--- config.mk ---
export PLATFORM = sky130hd
export DESIGN_NAME = irq_status_encoder
export DESIGN_NICKNAME = d
export VERILOG_FILES = /design/src/rtl/irq_enc_pkg.sv /design/src/rtl/irq_lowest_enc.sv /design/src/rtl/irq_dma_group.sv /design/src/rtl/irq_mask_regs.sv /design/src/rtl/irq_status_encoder.sv
export SDC_FILE = /design/constraint.sdc
export NUM_CORES = 1
export LEC_CHECK = 0
export ABC_AREA = 1
export BUFFER_PORTS_ARGS = -buffer_cell sky130_fd_sc_hd__buf_2
export CORE_MARGIN = 2
export CORE_UTILIZATION = 47
export CTS_CLUSTER_SIZE = 12
export DETAILED_ROUTE_END_ITERATION = 10
export PLACE_DENSITY = 0.77
export SLEW_MARGIN = 20
export SYNTH_ARGS = -nofsm -noshare
export SYNTH_HDL_FRONTEND = slang
export SYNTH_SLANG_ARGS = --single-unit
--- constraint.sdc ---
create_clock -name clk -period 1.91 [get_ports clk]
set_clock_uncertainty 0.1 [all_clocks]
set_input_delay 0.0955 -clock clk [delete_from_list [all_inputs] [get_ports clk]]
set_output_delay 0.0955 -clock clk [all_outputs]
set_load 0.01 [all_outputs]
--- src/rtl/irq_enc_pkg.sv ---
// Package: shared constants, status field positions and register selectors
// for the hierarchical interrupt status encoder.
// Assumes a fixed 32-bit status word whose field positions are decoded by
// software, so the positions are not parameters.
package irq_enc_pkg;

    localparam int CRIT_SLOTS = 4;
    localparam int MAIN_SLOTS = 17;
    localparam int PER_SLOTS  = 32;
    localparam int DMA_BITS   = 32;
    localparam int WORD_W     = 32;

    localparam int CRIT_NUM_W = $clog2(CRIT_SLOTS);
    localparam int MAIN_NUM_W = $clog2(MAIN_SLOTS);
    localparam int PER_NUM_W  = $clog2(PER_SLOTS);

    // Slots fed internally instead of from pins
    localparam int CRIT_HP_SLOT = 2;
    localparam int MAIN_LP_SLOT = 4;
    localparam int PER_DMA_SLOT = 0;

    // Status word layout
    localparam int CRIT_FLAG_BIT = 10;
    localparam int CRIT_NUM_LSB  = 8;
    localparam int MAIN_FLAG_BIT = 21;
    localparam int MAIN_NUM_LSB  = 16;
    localparam int PER_FLAG_BIT  = 29;
    localparam int PER_NUM_LSB   = 24;

    localparam int ADDR_W = 3;

    typedef enum logic [ADDR_W-1:0] {
        SEL_STATUS    = 3'd0,
        SEL_MAIN_MASK = 3'd1,
        SEL_PER_MASK  = 3'd2,
        SEL_DMA_PEND  = 3'd3,
        SEL_DMA_MASK  = 3'd4
    } reg_sel_e;

endpackage

--- src/rtl/irq_lowest_enc.sv ---
// Module: irq_lowest_enc
// Finds the lowest-numbered set bit of a request vector and reports its
// index together with an any-set flag. The index reads 0 when nothing is set.
// Assumes N >= 2.
module irq_lowest_enc #(
    parameter int N = 8,
    parameter int W = $clog2(N)
) (
    input  logic [N-1:0] req,
    output logic         any,
    output logic [W-1:0] idx
);

    // Scan from the top down so the lowest set bit is written last
    always_comb begin
        idx = '0;
        for (int i = N - 1; i >= 0; i--) begin
            if (req[i]) begin
                idx = W'(i);
            end
        end
    end

    // Any request present
    assign any = |req;

endmodule

--- src/rtl/irq_dma_group.sv ---
// Module: irq_dma_group
// Pending and mask registers for a group of DMA interrupt bits. Event pulses
// set pending bits, and bus writes of 1 clear them. When a set and a clear
// meet in the same cycle, the set wins. A mask bit of 1 disables its pending
// bit. Assumes event pulses last one clock.
module irq_dma_group #(
    parameter int BITS = 32
) (
    input  logic            clk,
    input  logic            rst_n,
    input  logic [BITS-1:0] evt,
    input  logic            clr_we,
    input  logic [BITS-1:0] clr_data,
    input  logic            mask_we,
    input  logic [BITS-1:0] mask_data,
    output logic [BITS-1:0] pend_q,
    output logic [BITS-1:0] mask_q,
    output logic            active
);

    logic [BITS-1:0] clr_bits;
    logic [BITS-1:0] pend_d;

    // Bits to clear this cycle
    assign clr_bits = clr_we ? clr_data : '0;

    // Next pending value: clear first, then OR in new events
    assign pend_d = (pend_q & ~clr_bits) | evt;

    // Pending register update
    always_ff @(posedge clk) begin
        if (!rst_n) begin
            pend_q <= '0;
        end else begin
            pend_q <= pend_d;
        end
    end

    // Mask register update, all disabled after reset
    always_ff @(posedge clk) begin
        if (!rst_n) begin
            mask_q <= '1;
        end else if (mask_we) begin
            mask_q <= mask_data;
        end
    end

    // Group request: any pending bit that is not masked
    assign active = |(pend_q & ~mask_q);

endmodule

--- src/rtl/irq_mask_regs.sv ---
// Module: irq_mask_regs
// Holds the main and peripheral mask registers and turns them into per-source
// enables. Register bit (SLOTS-1-n) disables source n, and a 1 means disabled.
// Assumes WORD_W is at least as wide as each slot count.
module irq_mask_regs #(
    parameter int MAIN_SLOTS = 17,
    parameter int PER_SLOTS  = 32,
    parameter int WORD_W     = 32
) (
    input  logic                  clk,
    input  logic                  rst_n,
    input  logic                  main_we,
    input  logic                  per_we,
    input  logic [WORD_W-1:0]     wdata,
    output logic [MAIN_SLOTS-1:0] main_mask_q,
    output logic [PER_SLOTS-1:0]  per_mask_q,
    output logic [MAIN_SLOTS-1:0] main_en,
    output logic [PER_SLOTS-1:0]  per_en
);

    // Main mask register, all disabled after reset
    always_ff @(posedge clk) begin
        if (!rst_n) begin
            main_mask_q <= '1;
        end else if (main_we) begin
            main_mask_q <= wdata[MAIN_SLOTS-1:0];
        end
    end

    // Peripheral mask register, all disabled after reset
    always_ff @(posedge clk) begin
        if (!rst_n) begin
            per_mask_q <= '1;
        end else if (per_we) begin
            per_mask_q <= wdata[PER_SLOTS-1:0];
        end
    end

    // Reversed bit order: source n is controlled by the mirrored bit
    for (genvar n = 0; n < MAIN_SLOTS; n++) begin : g_main_en
        assign main_en[n] = ~main_mask_q[MAIN_SLOTS-1-n];
    end

    for (genvar n = 0; n < PER_SLOTS; n++) begin : g_per_en
        assign per_en[n] = ~per_mask_q[PER_SLOTS-1-n];
    end

endmodule

--- src/rtl/irq_status_encoder.sv ---
// Module: irq_status_encoder (top)
// Masks the critical, main and peripheral request vectors, nests peripherals
// into critical slot 2 (sources selected by HP_MAP) or main slot 4 (all
// others), and registers the encoded status word and the CPU interrupt line.
// Peripheral slot 0 is the DMA group. The main level is hidden while a
// critical source is pending. Assumes level-sensitive requests and a bus
// master that holds each write for a single cycle.
module irq_status_encoder
    import irq_enc_pkg::*;
#(
    parameter logic [PER_SLOTS-1:0] HP_MAP = 32'h0000_000E
) (
    input  logic                  clk,
    input  logic                  rst_n,
    input  logic [CRIT_SLOTS-1:0] crit_req,
    input  logic [MAIN_SLOTS-1:0] main_req,
    input  logic [PER_SLOTS-1:0]  per_req,
    input  logic [DMA_BITS-1:0]   dma_evt,
    input  logic                  bus_we,
    input  logic [ADDR_W-1:0]     bus_addr,
    input  logic [WORD_W-1:0]     bus_wdata,
    output logic [WORD_W-1:0]     bus_rdata,
    output logic [WORD_W-1:0]     status_o,
    output logic                  irq_o
);

    logic                  we_main_mask;
    logic                  we_per_mask;
    logic                  we_dma_pend;
    logic                  we_dma_mask;
    logic [MAIN_SLOTS-1:0] main_mask_q;
    logic [PER_SLOTS-1:0]  per_mask_q;
    logic [MAIN_SLOTS-1:0] main_en;
    logic [PER_SLOTS-1:0]  per_en;
    logic [DMA_BITS-1:0]   dma_pend_q;
    logic [DMA_BITS-1:0]   dma_mask_q;
    logic                  dma_active;
    logic [PER_SLOTS-1:0]  per_raw;
    logic [PER_SLOTS-1:0]  per_act;
    logic                  hp_any;
    logic                  lp_any;
    logic [CRIT_SLOTS-1:0] crit_eff;
    logic [MAIN_SLOTS-1:0] main_eff;
    logic                  crit_any;
    logic                  main_any;
    logic                  per_any;
    logic [CRIT_NUM_W-1:0] crit_idx;
    logic [MAIN_NUM_W-1:0] main_idx;
    logic [PER_NUM_W-1:0]  per_idx;
    logic [WORD_W-1:0]     status_d;
    logic                  unused_slot_pins;

    // Write strobe decode
    assign we_main_mask = bus_we && (bus_addr == SEL_MAIN_MASK);
    assign we_per_mask  = bus_we && (bus_addr == SEL_PER_MASK);
    assign we_dma_pend  = bus_we && (bus_addr == SEL_DMA_PEND);
    assign we_dma_mask  = bus_we && (bus_addr == SEL_DMA_MASK);

    irq_mask_regs #(
        .MAIN_SLOTS (MAIN_SLOTS),
        .PER_SLOTS  (PER_SLOTS),
        .WORD_W     (WORD_W)
    ) u_masks (
        .clk         (clk),
        .rst_n       (rst_n),
        .main_we     (we_main_mask),
        .per_we      (we_per_mask),
        .wdata       (bus_wdata),
        .main_mask_q (main_mask_q),
        .per_mask_q  (per_mask_q),
        .main_en     (main_en),
        .per_en      (per_en)
    );

    irq_dma_group #(
        .BITS (DMA_BITS)
    ) u_dma (
        .clk       (clk),
        .rst_n     (rst_n),
        .evt       (dma_evt),
        .clr_we    (we_dma_pend),
        .clr_data  (bus_wdata[DMA_BITS-1:0]),
        .mask_we   (we_dma_mask),
        .mask_data (bus_wdata[DMA_BITS-1:0]),
        .pend_q    (dma_pend_q),
        .mask_q    (dma_mask_q),
        .active    (dma_active)
    );

    // Internally fed slots take the place of these pin bits
    assign unused_slot_pins = ^{crit_req[CRIT_HP_SLOT], main_req[MAIN_LP_SLOT],
                                per_req[PER_DMA_SLOT]};

    // Peripheral vector with the DMA group in slot 0, then masked
    always_comb begin
        per_raw               = per_req;
        per_raw[PER_DMA_SLOT] = dma_active;
    end
    assign per_act = per_raw & per_en;

    // Split active peripherals into the high- and low-priority paths
    assign hp_any = |(per_act & HP_MAP);
    assign lp_any = |(per_act & ~HP_MAP);

    // Critical vector with the high-priority peripheral path in its slot
    always_comb begin
        crit_eff               = crit_req;
        crit_eff[CRIT_HP_SLOT] = hp_any;
    end

    // Main vector with the low-priority peripheral path, then masked
    always_comb begin
        main_eff               = main_req;
        main_eff[MAIN_LP_SLOT] = lp_any;
        main_eff               = main_eff & main_en;
    end

    irq_lowest_enc #(.N(CRIT_SLOTS), .W(CRIT_NUM_W)) u_enc_crit (
        .req (crit_eff), .any (crit_any), .idx (crit_idx)
    );

    irq_lowest_enc #(.N(MAIN_SLOTS), .W(MAIN_NUM_W)) u_enc_main (
        .req (main_eff), .any (main_any), .idx (main_idx)
    );

    irq_lowest_enc #(.N(PER_SLOTS), .W(PER_NUM_W)) u_enc_per (
        .req (per_act), .any (per_any), .idx (per_idx)
    );

    // Compose the next status word; the main level is hidden under critical
    always_comb begin
        status_d = '0;
        status_d[CRIT_FLAG_BIT]                   = crit_any;
        status_d[CRIT_NUM_LSB +: CRIT_NUM_W]      = crit_idx;
        if (main_any && !crit_any) begin
            status_d[MAIN_FLAG_BIT]               = 1'b1;
            status_d[MAIN_NUM_LSB +: MAIN_NUM_W]  = main_idx;
        end
        status_d[PER_FLAG_BIT]                    = per_any;
        status_d[PER_NUM_LSB +: PER_NUM_W]        = per_idx;
    end

    // Status word and CPU line share one register stage
    always_ff @(posedge clk) begin
        if (!rst_n) begin
            status_o <= '0;
            irq_o    <= 1'b0;
        end else begin
            status_o <= status_d;
            irq_o    <= status_d[CRIT_FLAG_BIT] | status_d[MAIN_FLAG_BIT]
                      | status_d[PER_FLAG_BIT];
        end
    end

    // Read data multiplexer
    always_comb begin
        case (bus_addr)
            SEL_STATUS:    bus_rdata = status_o;
            SEL_MAIN_MASK: bus_rdata = WORD_W'(main_mask_q);
            SEL_PER_MASK:  bus_rdata = WORD_W'(per_mask_q);
            SEL_DMA_PEND:  bus_rdata = WORD_W'(dma_pend_q);
            SEL_DMA_MASK:  bus_rdata = WORD_W'(dma_mask_q);
            default:       bus_rdata = '0;
        endcase
    end

endmodule

## Word level (Yosys, flattened, before mapping)

Cells that the tools add are included.

| operators by class | value |
|---|---|
| equality and inequality tests | 4 |
| bitwise operators | 60 |
| multiplexer cells | 54 |
| reductions and logical operators | 25 |

Operators with widths:

| operator | count |
|---|---|
| 2-to-1 mux 5 bit | 48 |
| one-hot mux 32 bit (5 select lines) | 1 |
| bitwise AND 32 bit | 3 |
| inverter 32 bit | 2 |
| OR reduction 32 bit | 2 |
| inverter 1 bit | 51 |
| OR reduction 17 bit | 2 |
| 2-to-1 mux 32 bit | 1 |
| bitwise OR 32 bit | 1 |
| OR reduction 29 bit | 1 |
| OR reduction 18 bit | 1 |
| bitwise AND 17 bit | 1 |
| OR reduction 3 bit | 4 |
| OR reduction 6 bit | 2 |
| OR reduction 10 bit | 1 |
| OR reduction 9 bit | 1 |
| == test 3 x 2 -> 1 bit (second input constant) | 2 |
| 2-to-1 mux 2 bit | 3 |
| 2-to-1 mux 6 bit | 1 |
| logical AND 1 bit | 5 |
| OR reduction 5 bit | 1 |
| OR reduction 2 bit | 2 |
| OR reduction 4 bit | 1 |
| == test 3 x 1 -> 1 bit (second input constant) | 1 |
| 4 further kinds | 5 |

| word-level totals | value |
|---|---|
| register bits | 146 |
| logic and storage cells | 162 |
| output and inout port bits | 65 |

## Longest topological paths before layout

| logic depth | value |
|---|---|
| word-level depth | 35 |
| mapped depth | 32 |

## Modules after synthesis

Synthesis repeated with hierarchy kept, for this count alone.

| unflattened totals | value |
|---|---|
| cells, all modules | 1,154 |
| area total of the unflattened synthesis | 7,105.6 um2 |

By module, submodules not included:

| module | sequential area each (um2) | area an instance (um2) | cells an instance | instances |
|---|---|---|---|---|
| irq_dma_group | 1,281.2 | 2,483.6 | 337 | 1 |
| irq_status_encoder | 320.3 | 1,968.1 | 387 | 1 |
| irq_mask_regs | 980.9 | 1,910.6 | 262 | 1 |
| irq_lowest_enc (u_enc_per) | 0.0 | 470.5 | 107 | 1 |
| irq_lowest_enc (u_enc_main) | 0.0 | 226.5 | 52 | 1 |
| irq_lowest_enc (u_enc_crit) | 0.0 | 46.3 | 9 | 1 |

## Worst setup path after synthesis

OpenSTA, ideal clock, no wires.

| timing path | value |
|---|---|
| path kind | reg2reg |
| start | reg u_dma.pend_q[16] |
| end | reg status_o[17] |
| path buffers | 0 |
| data required time | 1.686 ns |
| arrival time | 1.767 ns |
| library setup time | 0.124 ns |
| clock period less this slack | 1.990 ns |
| slack | -0.080 ns |
| cell stages (with the launch flop) | 14 |
| path through | dfxtp_1 inv_1 o22ai_1 nor4_2 nand3_1 o31ai_4 nand3_2 nand2_2 nand2_2 nor4_2 nand3_1 nand3_2 or2_1 a31oi_1 |

| between the ends | value |
|---|---|
| word-level cells in the longest chain between the ends | 9 |
| elaborated cells between the ends (all ways) | 12 |
| classes of those cells | mux (3); bitwise (4); reduce/logical (5) |

RTL lines:

| item | RTL line | text |
|---|---|---|
| start: declaration | irq_dma_group.sv:16 | `output logic [BITS-1:0] pend_q,` |
| start signal: assignment | irq_dma_group.sv:35 | `pend_q <= pend_d;` |
| bitwise AND 32 bit * | irq_dma_group.sv:49 | `assign active = \|(pend_q & ~mask_q);` |
| OR reduction 32 bit * | irq_dma_group.sv:49 |  |
| bitwise AND 32 bit * | irq_status_encoder.sv:99 | `assign per_act = per_raw & per_en;` |
| OR reduction 29 bit * | irq_status_encoder.sv:103 | `assign lp_any = \|(per_act & ~HP_MAP);` |
| bitwise AND 17 bit * | irq_status_encoder.sv:115 | `main_eff = main_eff & main_en;` |
| OR reduction 17 bit | irq_lowest_enc.sv:25 | `assign any = \|req;` |
| logical AND 1 bit | irq_status_encoder.sv:135 | `if (main_any && !crit_any) begin` |
| inverter 1 bit (no source line) | -- |  |
| OR reduction 4 bit (no source line) | -- |  |
| end signal: assignment | irq_status_encoder.sv:149 | `status_o <= status_d;` |
| end: declaration | irq_status_encoder.sv:23 | `output logic [WORD_W-1:0] status_o,` |

Mark *: on every way between the ends. The rest lies on a longest branch, timed or not.
A chain may end at the register's enable or synchronous reset.

## Worst setup path in the final report

| timing path | value |
|---|---|
| start | reg u_dma.pend_q[18] |
| end | reg status_o[17] |

Same word-level chain as after synthesis.

==> impl_metrics.env <==
export IMPL_status="complete, but fails checks"
export IMPL_failed_checks="setup timing"
export IMPL_drc=0
export IMPL_cts_root_buf="clkbuf_16"
export IMPL_rsz0062_at_grt="yes"
export IMPL_worstSetupPathType="reg2reg"
export IMPL_wl_per_cell_um=16.03
export IMPL_crit_required_ns=2.11
export IMPL_cp_arrival_ns=2.53
export IMPL_clkLatencyLatePin_ns=0.42
export IMPL_die_x_um=119.8
export IMPL_power_uw=7152
export IMPL_wl_mm=23.44
export IMPL_grt_pass1_wl_mm=36.43
export IMPL_min_delay_path_class="in2reg"
export IMPL_clk_pin_slew_ns=0.05
export IMPL_gp_congestion=0.8923
export IMPL_synthDistinctLibCells=34
export IMPL_slew_violations=0
export IMPL_peakVddDrop_mv=0.5407
export IMPL_min_period_over_period_pct=121.8
export IMPL_port_buffers=167
export IMPL_r2r_setup_slack_ns=-0.42
export IMPL_crit_path_max_fanout=2
export IMPL_finalSetupViolCount=13
export IMPL_avgSynthCellArea_sq_um=6.993
export IMPL_grt_antenna_before_repair=0
export IMPL_crit_start="u_dma.pend_q[18]"
export IMPL_initial_core_util_pct=47.77
export IMPL_clkSinkCount=129
export IMPL_ys_ff_latch=129
export IMPL_r2r_start="u_dma.pend_q[18]"
export IMPL_min_period_ns=2.326
export IMPL_power_density_nw_per_um2=727.8
export IMPL_diodes=0
export IMPL_cap_viol_max_count=0
export IMPL_yosys_warnings=0
export IMPL_max_freq_mhz=430.0
export IMPL_leakage_uw=0.005219
export IMPL_synth_edff_count=0
export IMPL_clock_path_buffers=2
export IMPL_cp_end_kind="flip-flop"
export IMPL_yosysTopAreaCellShare_pct=40.98
export IMPL_cts_tree="done"
export IMPL_utilization_pct=74.49
export IMPL_hpwl_mm=15.66
export IMPL_fin_setup_tns_ns=-3.594
export IMPL_synth_area_sq_um=6301
export IMPL_drt_pre_antenna_iters=6
export IMPL_drtAntennaViolNets=0
export IMPL_grt_pass1_vias=7496
export IMPL_track_usage_pct=32.60
export IMPL_core_region_area_sq_um=13190
export IMPL_syn_to_final_growth_pct=55.94
export IMPL_worst_slack_ns=-0.4155
export IMPL_whs_ns=0.07105
export IMPL_pin_count=188
export IMPL_ys_seq_area_share_pct=40.98
export IMPL_vias=7720
export IMPL_grt_overflow=0
export IMPL_reg2reg_to="status_o[17]"
export IMPL_drive_gt1_share_pct=30.02
export IMPL_h_tree_depth=4
export IMPL_nNetsFinal=1402
export IMPL_drt_iter0_markers=914
export IMPL_postSynth_asyncResetShare_pct=0
export IMPL_netlist_instances=901
export IMPL_grt_max_degree=46
export IMPL_ff2ff_path_depth=13
export IMPL_pre_cts_ws_ns=-0.3783
export IMPL_dieArea_sq_um=14350
export IMPL_worstMarginPinSlew_ns=0.5394
export IMPL_cp_endpoint="status_o[17]"
export IMPL_die_h_um=119.8
export IMPL_cp_start_kind="flip-flop"
export IMPL_ys_top_cells_by_area="dfxtp_1 (41%), nand2_1 (17%), o211ai_1 (9.7%)"
export IMPL_cts_inserted_buffers=17
export IMPL_via_per_inst=5.280
export IMPL_hold_violations=0
export IMPL_synth_area_leader_cell="dfxtp_1"
export IMPL_synth_flop_cell="dfxtp_1"
export IMPL_relSlewSlack_pct=64.04
export IMPL_row_count=42
stage by stage:
| stage | std cells | area [sq um] |
|---|---|---|
| after floorplan | 917 | 6361 |
| after global placement | 1334 | 8159 |
| after detailed placement | 1334 | 8159 |
| after CTS | 1463 | 9773 |
| after global routing | 1462 | 9826 |
| final | 1462 | 9826 |
sequential cells by signal, summed over array words and instances, names as in the netlist:
register	flops
status_o	15
u_masks.main_mask_q	17
u_dma.mask_q	32
irq_o	1
u_dma.pend_q	32
u_masks.per_mask_q	32
Yosys cell counts, types with 5 or more instances:
master / count
inv_2: 12
clkbuf_1: 38
o211ai_1: 81
o21ai_0: 34
nor2_1: 42
a21oi_1: 36
o2111ai_1: 25
o22ai_1: 11
nand2_1: 277
inv_1: 137
o221ai_1: 5
buf_4: 17
nand3_1: 12
a221oi_1: 7
a31oi_1: 6
dfxtp_1: 129
nor3_1: 8
placed cells by master (no fill, tap or decap), drive strengths merged:
cell type    count
a21boi           1
a32oi            1
nor3             9
o22ai           11
a211oi           1
o221ai           5
buf            300
or2              1
clkbuf          25
nor2            42
o211ai          81
clkinv           1
dfxtp          129
a221oi           7
o31ai            2
dlygate4sd3     99
a21oi           37
nand4            2
o21bai           1
nor4             5
conb            17
inv            149
o21ai           35
nand3           14
a31oi            6
o2111ai         25
nand2          280
routing by layer:
layer,vias to the layer above,routed length (um),GRT usage [%]
li1,3698,-,-
met1,3466,9190,40.52
met2,459,10970,53.79
met3,97,2260,6.559
met4,0,1010,16.32
met5,-,0,0
logic make-up after synthesis:
logic type / synth area share, %
simple gates: 22.46
compound gates: 23.27
other cells: 0.05951
buf+inv: 13.22
flops: 40.98
report_power, final:
group / switching, uW / internal, uW
combinational: 731 / 662
clock: 1110 / 1750
sequential: 75.4 / 2830
critical path: stages (launching register included):
cell and delay (ns):
dfxtp_2 0.32, inv_2 0.06, o22ai_2 0.08, nor4_2 0.29, nand3_1 0.20, o31ai_4 0.27, nand3_2 0.14, nand2_2 0.12
nand2_4 0.06, nor4_4 0.17, nand3_2 0.13, nand3_2 0.10, or2_1 0.13, a31oi_1 0.05
repair_timing:
action / in CTS / in global routing
hold buffers: 99 / 0
setup buffers: 4 / 1
setup endpoints to repair: 13 / 14
pin swaps: 12 / 12
resized for setup: 31 / 17
endpoints found under the hold margin: 122 / 0
worst min path at each step:
stage	endpoint	slack (ns)	startpoint	depth (start not counted)
after global routing	status_o[26]	0.1	per_req[9]	6
after floorplan	status_o[9]	0.07	crit_req[1]	1
after CTS	status_o[17]	0.05	main_req[5]	4
final	status_o[26]	0.07	per_req[10]	6
after detailed placement	u_dma.pend_q[9]	0.23	dma_evt[9]	3
after global placement	u_dma.pend_q[4]	0.22	dma_evt[4]	3
cell type report:
type                    count  area, sq um
fillers                   972         3364
multi-input cells         583         3095
repair buffers            399         2858
flip-flops and latches    129         2592
inverters                 149        559.3
clock buffers              25        495.5
well taps                 176        220.2
clock inverters             1        5.005
Power figures use the tool's default switching activity.
